===== src/rtl/wdog_pkg.sv =====
package wdog_pkg;
  localparam logic [3:0]  ADR_STAT = 4'h0;
  localparam logic [3:0]  ADR_CTRL = 4'h4;
  localparam logic [3:0]  ADR_CNT  = 4'h8;
  localparam logic [3:0]  ADR_SVC  = 4'hE;
  localparam logic [15:0] KEY_ARM  = 16'h556C;
  localparam logic [15:0] KEY_FIRE = 16'hAA39;
  localparam int CNT_W = 17;

  typedef struct packed {
    logic [15:0] tc;
    logic        frz;
    logic        en;
    logic        rstSel;
    logic        ps;
  } wdCfg_t;

  typedef struct packed {
    logic svcDone;
    logic cfgLoad;
  } wdStrb_t;
endpackage


===== src/rtl/wdog_ctrl.sv =====
module wdog_ctrl
  import wdog_pkg::*;
#(
  parameter bit HW_ON = 1'b0
) (
  input  logic               clk,
  input  logic               porN,
  input  logic               regWe,
  input  logic [3:0]         regAddr,
  input  logic [31:0]        regWdata,
  input  logic               expireNow,
  input  logic [CNT_W-1:0]   cnt,
  output wdCfg_t             cfg,
  output wdStrb_t            strb,
  output logic [CNT_W-1:0]   loadVal,
  output logic               rstReq,
  output logic               irqOut,
  output logic               rstFlag,
  output logic [31:0]        regRdata
);
  logic locked;
  logic armed;
  logic cfgWr;
  logic svcWr;
  logic statWr;
  logic [15:0] tcSel;

  assign cfgWr  = regWe && (regAddr == ADR_CTRL) && !locked;
  assign svcWr  = regWe && (regAddr == ADR_SVC);
  assign statWr = regWe && (regAddr == ADR_STAT);

  assign strb.cfgLoad = cfgWr;
  assign strb.svcDone = svcWr && armed && (regWdata[15:0] == KEY_FIRE);

  assign tcSel   = cfgWr ? regWdata[31:16] : cfg.tc;
  assign loadVal = (tcSel == 16'h0) ? CNT_W'(17'h10000) : {1'b0, tcSel};

  always_ff @(posedge clk or negedge porN) begin
    if (!porN) begin
      cfg     <= '{tc: 16'hFFFF, frz: 1'b0, en: HW_ON, rstSel: 1'b1, ps: 1'b1};
      locked  <= 1'b0;
      armed   <= 1'b0;
      rstReq  <= 1'b0;
      irqOut  <= 1'b0;
      rstFlag <= 1'b0;
    end else begin
      if (cfgWr) begin
        cfg.tc     <= regWdata[31:16];
        cfg.frz    <= regWdata[3];
        cfg.en     <= HW_ON ? 1'b1 : regWdata[2];
        cfg.rstSel <= regWdata[1];
        cfg.ps     <= regWdata[0];
        locked     <= 1'b1;
      end
      if (svcWr) armed <= (regWdata[15:0] == KEY_ARM);
      rstReq <= expireNow && cfg.rstSel;
      if (strb.svcDone)                    irqOut <= 1'b0;
      else if (expireNow && !cfg.rstSel)   irqOut <= 1'b1;
      if (expireNow && cfg.rstSel)         rstFlag <= 1'b1;
      else if (statWr && regWdata[0])      rstFlag <= 1'b0;
    end
  end

  always_comb begin
    case (regAddr)
      ADR_STAT: regRdata = {31'b0, rstFlag};
      ADR_CTRL: regRdata = {cfg.tc, 12'b0, cfg.frz, cfg.en, cfg.rstSel, cfg.ps};
      ADR_CNT:  regRdata = {{(32-CNT_W){1'b0}}, cnt};
      default:  regRdata = 32'h0;
    endcase
  end
endmodule


===== src/rtl/wdog_dp.sv =====
module wdog_dp
  import wdog_pkg::*;
#(
  parameter int PRESCALE = 65536
) (
  input  logic             clk,
  input  logic             porN,
  input  logic             freezeIn,
  input  wdCfg_t           cfg,
  input  wdStrb_t          strb,
  input  logic [CNT_W-1:0] loadVal,
  output logic [CNT_W-1:0] cnt,
  output logic             expireNow
);
  logic load;
  logic run;
  logic preWrap;
  logic tick;

  assign load = strb.svcDone | strb.cfgLoad;
  assign run  = cfg.en && !(freezeIn && cfg.frz);

  generate
    if (PRESCALE > 1) begin : g_pre
      localparam int PW = $clog2(PRESCALE);
      logic [PW-1:0] pre;
      assign preWrap = (pre == PW'(PRESCALE - 1));
      always_ff @(posedge clk or negedge porN) begin
        if (!porN)                pre <= '0;
        else if (load)            pre <= '0;
        else if (run && cfg.ps)   pre <= preWrap ? '0 : pre + 1'b1;
      end
    end else begin : g_nopre
      assign preWrap = 1'b1;
    end
  endgenerate

  assign tick      = run && (!cfg.ps || preWrap);
  assign expireNow = tick && (cnt == CNT_W'(1)) && !load;

  always_ff @(posedge clk or negedge porN) begin
    if (!porN)      cnt <= CNT_W'(17'h0FFFF);
    else if (load)  cnt <= loadVal;
    else if (tick)  cnt <= (cnt == CNT_W'(1)) ? loadVal : cnt - 1'b1;
  end
endmodule


===== src/rtl/wdog_svc.sv =====
module wdog_svc
  import wdog_pkg::*;
#(
  parameter int PRESCALE = 65536,
  parameter bit HW_ON    = 1'b0
) (
  input  logic        clk,
  input  logic        porN,
  input  logic        regWe,
  input  logic [3:0]  regAddr,
  input  logic [31:0] regWdata,
  output logic [31:0] regRdata,
  input  logic        freezeIn,
  output logic        rstReq,
  output logic        irqOut
);
  wdCfg_t           cfg;
  wdStrb_t          strb;
  logic [CNT_W-1:0] loadVal;
  logic [CNT_W-1:0] cnt;
  logic             expireNow;
  logic             rstFlag;

  wdog_ctrl #(.HW_ON(HW_ON)) u_ctrl (
    .clk(clk), .porN(porN), .regWe(regWe), .regAddr(regAddr),
    .regWdata(regWdata), .expireNow(expireNow), .cnt(cnt), .cfg(cfg),
    .strb(strb), .loadVal(loadVal), .rstReq(rstReq), .irqOut(irqOut),
    .rstFlag(rstFlag), .regRdata(regRdata)
  );

  wdog_dp #(.PRESCALE(PRESCALE)) u_dp (
    .clk(clk), .porN(porN), .freezeIn(freezeIn), .cfg(cfg), .strb(strb),
    .loadVal(loadVal), .cnt(cnt), .expireNow(expireNow)
  );
endmodule


===== config.mk =====
export PLATFORM = sky130hd
export DESIGN_NAME = wdog_svc
export DESIGN_NICKNAME = d
export VERILOG_FILES = /design/src/rtl/wdog_pkg.sv /design/src/rtl/wdog_ctrl.sv /design/src/rtl/wdog_dp.sv /design/src/rtl/wdog_svc.sv
export SDC_FILE = /design/constraint.sdc
export NUM_CORES = 1
export LEC_CHECK = 0
export BUFFER_PORTS_ARGS = -buffer_cell sky130_fd_sc_hd__buf_2
export CAP_MARGIN = 10
export CORE_MARGIN = 10
export CORE_UTILIZATION = 45
export CTS_CLUSTER_SIZE = 16
export DETAILED_ROUTE_END_ITERATION = 8
export GPL_ROUTABILITY_DRIVEN = 0
export PLACE_DENSITY = 0.67
export SYNTH_ARGS = -nofsm -noshare
export SYNTH_HDL_FRONTEND = slang
export SYNTH_SLANG_ARGS = --single-unit

===== constraint.sdc =====
create_clock -name clk -period 2.4 [get_ports clk]
set_clock_uncertainty 0.15 [all_clocks]
set_input_delay 0.24 -clock clk [delete_from_list [all_inputs] [get_ports clk]]
set_output_delay 0.24 -clock clk [all_outputs]
set_load 0.03 [all_outputs]

Word level (Yosys, flattened, before mapping):

Cells that the tools add are included.

* bits in registers: 58
* output and inout bits: 34
* input port bits: 40
* logic and storage cells: 62

* equal/unequal tests: 7
* bitwise gates (word level): 1
* reductions and logical operators: 27
* add/subtract/negate cells: 2
* multiplexer cells: 13

Operator list (number)
* $pmux 32 s3: 1
* $mux 17: 4
* $mux 16: 4
* $eq 16x16->1 const B: 2
* $eq 17x1->1 const B: 1
* $sub 17x1->17 const B: 1
* $add 16x1->16 const B: 1
* $eq 16x15->1 const B: 1
* $logic_not 16->1: 1
* $logic_and 1x1->1: 15
* $eq 4x4->1 const B: 2
* $reduce_bool 2->1: 4
* $logic_not 1->1: 5
* $eq 4x3->1 const B: 1
* $logic_not 4->1: 1
* $mux 1: 4
* $logic_or 1x1->1: 1
* $or 1x1->1: 1

Logic depth before layout (Yosys ltp):

Gate-level depths: netlist (run 1).

* word-level depth: 10
* gate-level depth with buffers: 7
* gate-level depth less buffers: 7

Hierarchy:

Synthesis (run 1) repeated with hierarchy kept, for this count alone.

* cells, all modules: 369
* area, all modules: 3706.1 µm²

Modules (own cells, without submodules)
* wdog_dp: instances 1, area each 2068.2 µm², cells an instance 227, seq. area each 845.8 µm²
* wdog_ctrl: instances 1, area each 1637.8 µm², cells an instance 142, seq. area each 648.1 µm²

Worst setup path after synthesis (run 1):

Ideal clock, no wire load.

* path kind: register to register
* start: register u_dp.cnt[5]
* end: register u_dp.cnt[13]
* cell stages (with the launch flop): 8
* library setup time: 92 ps
* period minus slack after synthesis: 2126 ps
* slack: 274 ps
* data arrival time: 1883 ps
* data required time: 2158 ps
* path buffers: 2
* cell sequence: dfstp_2 -> buf_2 -> or4_1 -> nor3_2 -> buf_2 -> a22oi_1 -> o211ai_1 -> o311ai_1

* cells in the longest elaborated chain, start to end: 4
* elaborated cells between the ends (all ways): 5
* classes of those cells: 1 x add/sub; 1 x eq/ne; 3 x mux

Ends and longest elaborated chain
* from (decl): line wdog_dp.sv:12 `output logic [CNT_W-1:0] cnt,`
* from (signal assigned): line wdog_dp.sv:42 `if (!porN) cnt <= CNT_W'(17'h0FFFF);`
* from (signal assigned): line wdog_dp.sv:43 `else if (load) cnt <= loadVal;`
* from (signal assigned): line wdog_dp.sv:44 `else if (tick) cnt <= (cnt == CNT_W'(1)) ? loadVal : cnt - 1'b1;`
* $sub 17x1->17 or $eq 17x1->1 (tied branches): line wdog_dp.sv:44
* $mux 17 (*) (2 in series): line wdog_dp.sv:44
* $mux 17 (*): line wdog_dp.sv:43

Every way passes the cells marked *; elsewhere a longest branch is shown, timed or not. The select of a mux whose other input is x is not followed.
A chain may end at the register's enable or synchronous reset.

Final worst setup path (run 1):

* start: register u_dp.cnt[0]
* end: register u_dp.cnt[8]

The elaborated chain is that of the path after synthesis.

==> results.yml, run 1 <==
synthesis:
  syn_nets: 428
  avgSynthCellArea_um2: 9.45
  synth_warnings: 0
  ys_ff_latch: 58
  synth_edf_count: 0
  yosysSeqAreaShare_pct: 41.0
  async_flop_share_pct: 100
  synth_top_area_share_pct: 24.5
  synthFlopType: "dfstp_2"
  netlist_instances: 385
  synth_cell_types: 64
  synthTopCellsByArea: "dfstp_2 25%, dfrtp_1 17%, mux2_2 4.0%"
  yosysTopAreaCell: "dfstp_2"
  syn_area_um2: 3640
routing:
  viasPerCell: 6.06
  remaining_drc_errors: 0
  dr.pass1.iters: 5
  wl_per_cell_um: 19.2
  vias: 3568
  drt-total-wl_um: 11300
  ant_nets: 0
  dr.first_iter.drc_count: 242
cells_and_area:
  final_util_pct: 58.7
  num_antenna_cells: 0
  layout_commonest_cell: "buf_2"
  layout_common_cells: "73 x buf_2, 34 x dfstp_2, 26 x nand2_1, 26 x buf_4, 24 x dfrtp_1"
  stdcell_count: 589
  drive_gt1_share_pct: 38.8
  area_growth_pct: 25.8
  finish.net_count: 526
placed_design:
  placed_cells: 565
  port_buffers: 73
  dpl.hpwl_um: 8540
sta:
  worst_pin_slew_ns: 0.688
  setup_viol: 0
  setup_tns_ns: 0
  layout_worst_path_cycle_share_pct: 94.0
  hold_violations: 0
  period_needed_ns: 2.26
  report.final.slew_viol_count: 0
  slew_headroom_pct: 54.1
  max_freq_mhz: 443
floorplan:
  boundaryPins: 74
  start_util_pct: 46.6
  die_w_um: 110
  die_height_um: 110
  die_area_um2: 12100
  coreArea_um2: 7810
  row_count: 32
power_and_ir_drop:
  vdd.ir_drop.worst_mv: 0.312
  power_leakage_nw: 1.99
  power.total_mw: 3.83
  power_density_nw_per_um2: 837
clock_network:
  cts_made_buffers: 9
  clk_latency_ns: 0.35
  clockBufferDepth: 2
  htree_num_levels: 3
  cts_tree: "done"
  clk_pin_slew_ns: 0.08
  clockRootBuffer: "clkbuf_8"
  cts_sinks: 58
worst_setup_path:
  r2r_end: "u_dp.cnt[8]$_DFFE_PN1P_"
  setup.worst_path.class: "register to register"
  cp_data_arrival_time_ns: 2.36
  critPathCaptureType: "register"
  crit_end: "u_dp.cnt[8]$_DFFE_PN1P_"
  rr_worst_depth: 7
  cp.required_ns: 2.50
  reg2reg_slack_ns: 0.14
  regToRegStartpoint: "u_dp.cnt[0]$_DFFE_PN1P_"
  critPathMaxFanout: 6
  critical_path.startpoint: "u_dp.cnt[0]$_DFFE_PN1P_"
  start_kind: "register"
global_route:
  grt_overflow: 0
  grt_max_degree: 37
  antenna_found_initial: 0
  grt_use_total_pct: 18.8
  grt_pass1_wl_um: 18100
  grt_pass1_vias: 3444
min_path:
  hp-class: "input pin to register"
outcome:
  outcome: "finished, final reports clean"
run:
  drv_cap: 0
==> layout make-up <==
type                       count  area (µm²)
inverter                       8        30.0
tap                          102         128
sequential                    58        1490
timing repair buffer         107         661
fill                         694        3230
multi-input combinational    299        2050
clock inverter                 3        45.0
clock buffer                  12         176
==> worst max-delay path, stage by stage (launching register included) <==
cell       delay (ns)
dfstp_2          0.40
inv_1            0.08
ha_2             0.23
or4b_1           0.51
or3_1            0.37
a2bb2oi_1        0.14
o211ai_1         0.15
o211ai_1         0.11
==> kinds of logic (layout without fill, tap and decap cells) <==
kind of cell	Yosys count	in the layout	synth area share (%)
compound gates	105	105	19.2
xor+xnor	4	4	0.963
fa+ha+maj	3	3	1.03
buf+inv	28	130	3.40
flops	58	58	41.0
mux	17	17	5.53
simple gates	170	170	28.8
==> layer usage <==
metal,vias to the layer above,track usage (%),routed length [µm]
li1,1677,-,-
met1,1732,25.4,5150
met2,148,28.7,5040
met3,11,5.50,1030
met4,0,5.02,99
met5,-,0,0
==> sequential cells by signal, indices dropped and copies added (netlist names) <==
signal and flops:
u_ctrl.irqOut 1, u_ctrl.locked 1, u_ctrl.cfg 20, u_ctrl.armed 1
u_dp.g_pre.pre 16, u_dp.cnt 17, u_ctrl.rstFlag 1, u_ctrl.rstReq 1
==> cells in the mapped netlist, types with 3 or more instances <==
library cell / count
dfrtp_1: 24
o211ai_1: 16
nor3_1: 9
nor4b_1: 4
nand3_1: 11
mux2_4: 3
nand2_1: 27
o31ai_1: 5
mux2_2: 13
and3_1: 14
a21oi_1: 23
clkbuf_1: 12
ha_1: 3
nand4_1: 11
dfstp_2: 34
o21ai_0: 22
inv_1: 8
o21ai_1: 6
o311ai_1: 5
a31oi_1: 4
buf_2: 6
nand3b_1: 3
or4_1: 6
or3_1: 5
a22o_1: 5
nor4_1: 15
nand4bb_1: 3
nand4b_1: 3
nor2_1: 19
and2_1: 19
==> report_power, final <==
part | total, mW | switching, mW | internal (mW)
clock network | 1.02 | 0.430 | 0.594
registers | 1.67 | 0.312 | 1.36
logic | 1.14 | 0.637 | 0.500
==> worst min path at each step <==
stage               cells past startpoint                        endpoint         start
CTS                                     2       u_ctrl.cfg[8]$_DFFE_PN1N_  regWdata[20]
detailed placement                      1   u_dp.g_pre.pre[0]$_DFFE_PN0P_          porN
finish                                  2       u_ctrl.cfg[8]$_DFFE_PN1N_  regWdata[20]
global route                            2      u_ctrl.cfg[14]$_DFFE_PN1N_  regWdata[26]
floorplan                               0        u_ctrl.armed$_DFFE_PN0N_          porN
global placement                        1  u_dp.g_pre.pre[15]$_DFFE_PN0P_          porN
==> metrics by stage <==
stage / hold WS (ns) / worst slack [ns] / cell area (µm²)
4_1_cts: 0.00277 / 0.0778 / 4530
2_1_floorplan: -0.206 / 0.274 / 3640
6_report: 0.0117 / 0.145 / 4580
5_1_grt: 0.0184 / -0.0168 / 4580
3_3_place_gp: 0.123 / 0.119 / 4250
3_5_place_dp: 0.124 / 0.0962 / 4250
==> timing repair <==
item | in CTS | in global routing
buffers inserted | 0 | 3
resized for setup | 0 | 7
setup endpoints to repair | 0 | 17
hold buffers | 6 | 0
endpoints found under the hold margin | 15 | 0
No activity file was read; power rests on OpenSTA's default activity.
==> run 2, diff against run 1 <==
- BUFFER_PORTS_ARGS: -buffer_cell sky130_fd_sc_hd__buf_2 -> unset
- DONT_BUFFER_PORTS: unset -> 1
- HOLD_SLACK_MARGIN: unset -> 0.15
- PLACE_DENSITY: 0.67 -> unset
==> results.yml, run 2 (synthesis gave the netlist of run 1 again) <==
power_and_ir_drop:
  vdd.ir_drop.worst_mv: 0.405
  power_density_nw_per_um2: 842
  power_leakage_nw: 1.73
global_route:
  antenna_found_initial: 0
  grt_pass1_wl_um: 18000
  grt_max_degree: 59
  grt_overflow: 0
  grt_pass1_vias: 3323
  grt_use_total_pct: 19.0
cells_and_area:
  layout_common_cells: "34 x dfstp_2, 33 x dlygate4sd3_1, 27 x nand2_1"
  largest_reg_flops: 20
  largest_register: "u_ctrl.cfg"
  stdcell_count: 542
  finish.net_count: 478
  nFillCells: 701
  num_antenna_cells: 0
  area_growth_pct: 22.4
  stdcell_area_um2: 4460
  layout_commonest_cell: "dfstp_2"
  largestRegisters: "u_ctrl.cfg (20), u_dp.cnt (17), u_dp.g_pre.pre (16)"
  drive_gt1_share_pct: 24.8
  final_util_pct: 57.1
placed_design:
  dpl.hpwl_um: 7960
  pre_cts_ws_ns: 0.111
  port_buffers: 0
  placed_cells: 491
  place_area_um2: 3870
sta:
  timing.final.ws_setup_ns: 0.0793
  setup_viol: 0
  hold_violations: 0
  slew_headroom_pct: 57.0
  max_freq_mhz: 431
  report.final.slew_viol_count: 0
  layout_worst_path_cycle_share_pct: 96.7
  period_needed_ns: 2.32
  holdWs_ns: 0.161
  worst_pin_slew_ns: 0.644
floorplan:
  die_w_um: 110
  coreArea_um2: 7810
  die_area_um2: 12100
  die_height_um: 110
  row_count: 32
  start_util_pct: 46.6
  boundaryPins: 74
clock_network:
  cts_made_buffers: 9
  htree_num_levels: 3
  clk_latency_ns: 0.35
  clockRootBuffer: "clkbuf_8"
  clk_pin_slew_ns: 0.07
  clockBufferDepth: 2
  cts_tree: "done"
  cts_sinks: 58
worst_setup_path:
  cp_data_arrival_time_ns: 2.42
  worstPathCellList: "or4_1, nor3_2, buf_4, nand2_1, nand2_2, o311ai_2"
  cpMaxStageDelayCell: "or4_1"
  critPathCaptureType: "register"
  critPathMaxFanout: 10
  max_stage_delay_ns: 0.58
  cp.required_ns: 2.50
  setup.worst_path.class: "register to register"
  start_kind: "register"
routing:
  drt-total-wl_um: 11400
  viasPerCell: 6.17
  wl_per_cell_um: 21.1
  remaining_drc_errors: 0
  dr.first_iter.drc_count: 317
  vias: 3344
  dr.pass1.iters: 4
  ant_nets: 0
outcome:
  outcome: "finished, final reports clean"
run:
  drv_cap: 0
min_path:
  hp-class: "input pin to register"
run 2: cell count changes in the layout (fill, tap and decap cells not counted), sizes merged:
cell / delta
dlygate4sd3: +27
buf: -75
clkinv: +1
run 2: power breakdown:
group	switching (mW)	internal, mW	leakage (nW)
registers	0.303	1.36	0.678
logic	0.618	0.519	0.959
clock network	0.414	0.541	0.0977
run 2: what timing repair did:
action,CTS,global route
setup buffers,0,1
endpoints found under the hold margin,95,0
gates resized for setup,0,3
endpoints found under the setup margin,0,10
hold buffers,34,0
run 2: worst max-delay path: cells and delay by family (launching register included):
| kind | cells | cell delay (ns) |
|---|---|---|
| buffers and inverters | 1 | 0.18 |
| AOI/OAI and AO/OA | 1 | 0.13 |
| and+or+nand+nor | 4 | 1.38 |
| DFF | 1 | 0.39 |
run 2: per-stage QoR:
step / setup TNS [ns] / power, mW
after floorplan: 0 / 2.32
after global placement: 0 / 2.69
after detailed placement: 0 / 2.71
after CTS: 0 / 3.76
after global routing: -0.00537 / 3.99
final: 0 / 3.75
run 2: worst paths after layout:
| path | start | end | slack (ns) | depth (start not counted) |
|---|---|---|---|---|
| min in group asynchronous | porN | u_ctrl.locked$_DFFE_PN0N_ | 0.30 | 2 |
| hold / removal | regWdata[10] | u_ctrl.irqOut$_DFFE_PN0P_ | 0.16 | 3 |
| setup reg to reg | u_dp.cnt[8]$_DFFE_PN1P_ | u_dp.cnt[14]$_DFFE_PN1P_ | 0.08 | 6 |
| setup / recovery | u_dp.cnt[8]$_DFFE_PN1P_ | u_dp.cnt[14]$_DFFE_PN1P_ | 0.08 | 6 |
| max in group asynchronous | porN | u_dp.cnt[11]$_DFFE_PN1P_ | 1.50 | 2 |
| hold reg to reg | u_ctrl.cfg[1]$_DFFE_PN1N_ | u_ctrl.cfg[1]$_DFFE_PN1N_ | 0.35 | 2 |
run 2: routing by layer:
metal	track usage [%]	routed length [µm]	vias to the layer above
met3	6.73	1090	15
met4	5.58	164	0
met2	28.2	5180	120
li1	-	-	1589
met5	0	0	-
met1	25.5	5010	1620
run 2: final cells by class:
type                       count  area [µm²]  share of cell area, %
multi-input combinational    299        2040                   45.8
inverter                       8        30.0                  0.674
timing repair buffer          59         558                   12.5
clock buffer                  12         156                   3.51
sequential                    58        1490                   33.5
clock inverter                 4        50.0                   1.12
tap                          102         128                   2.86
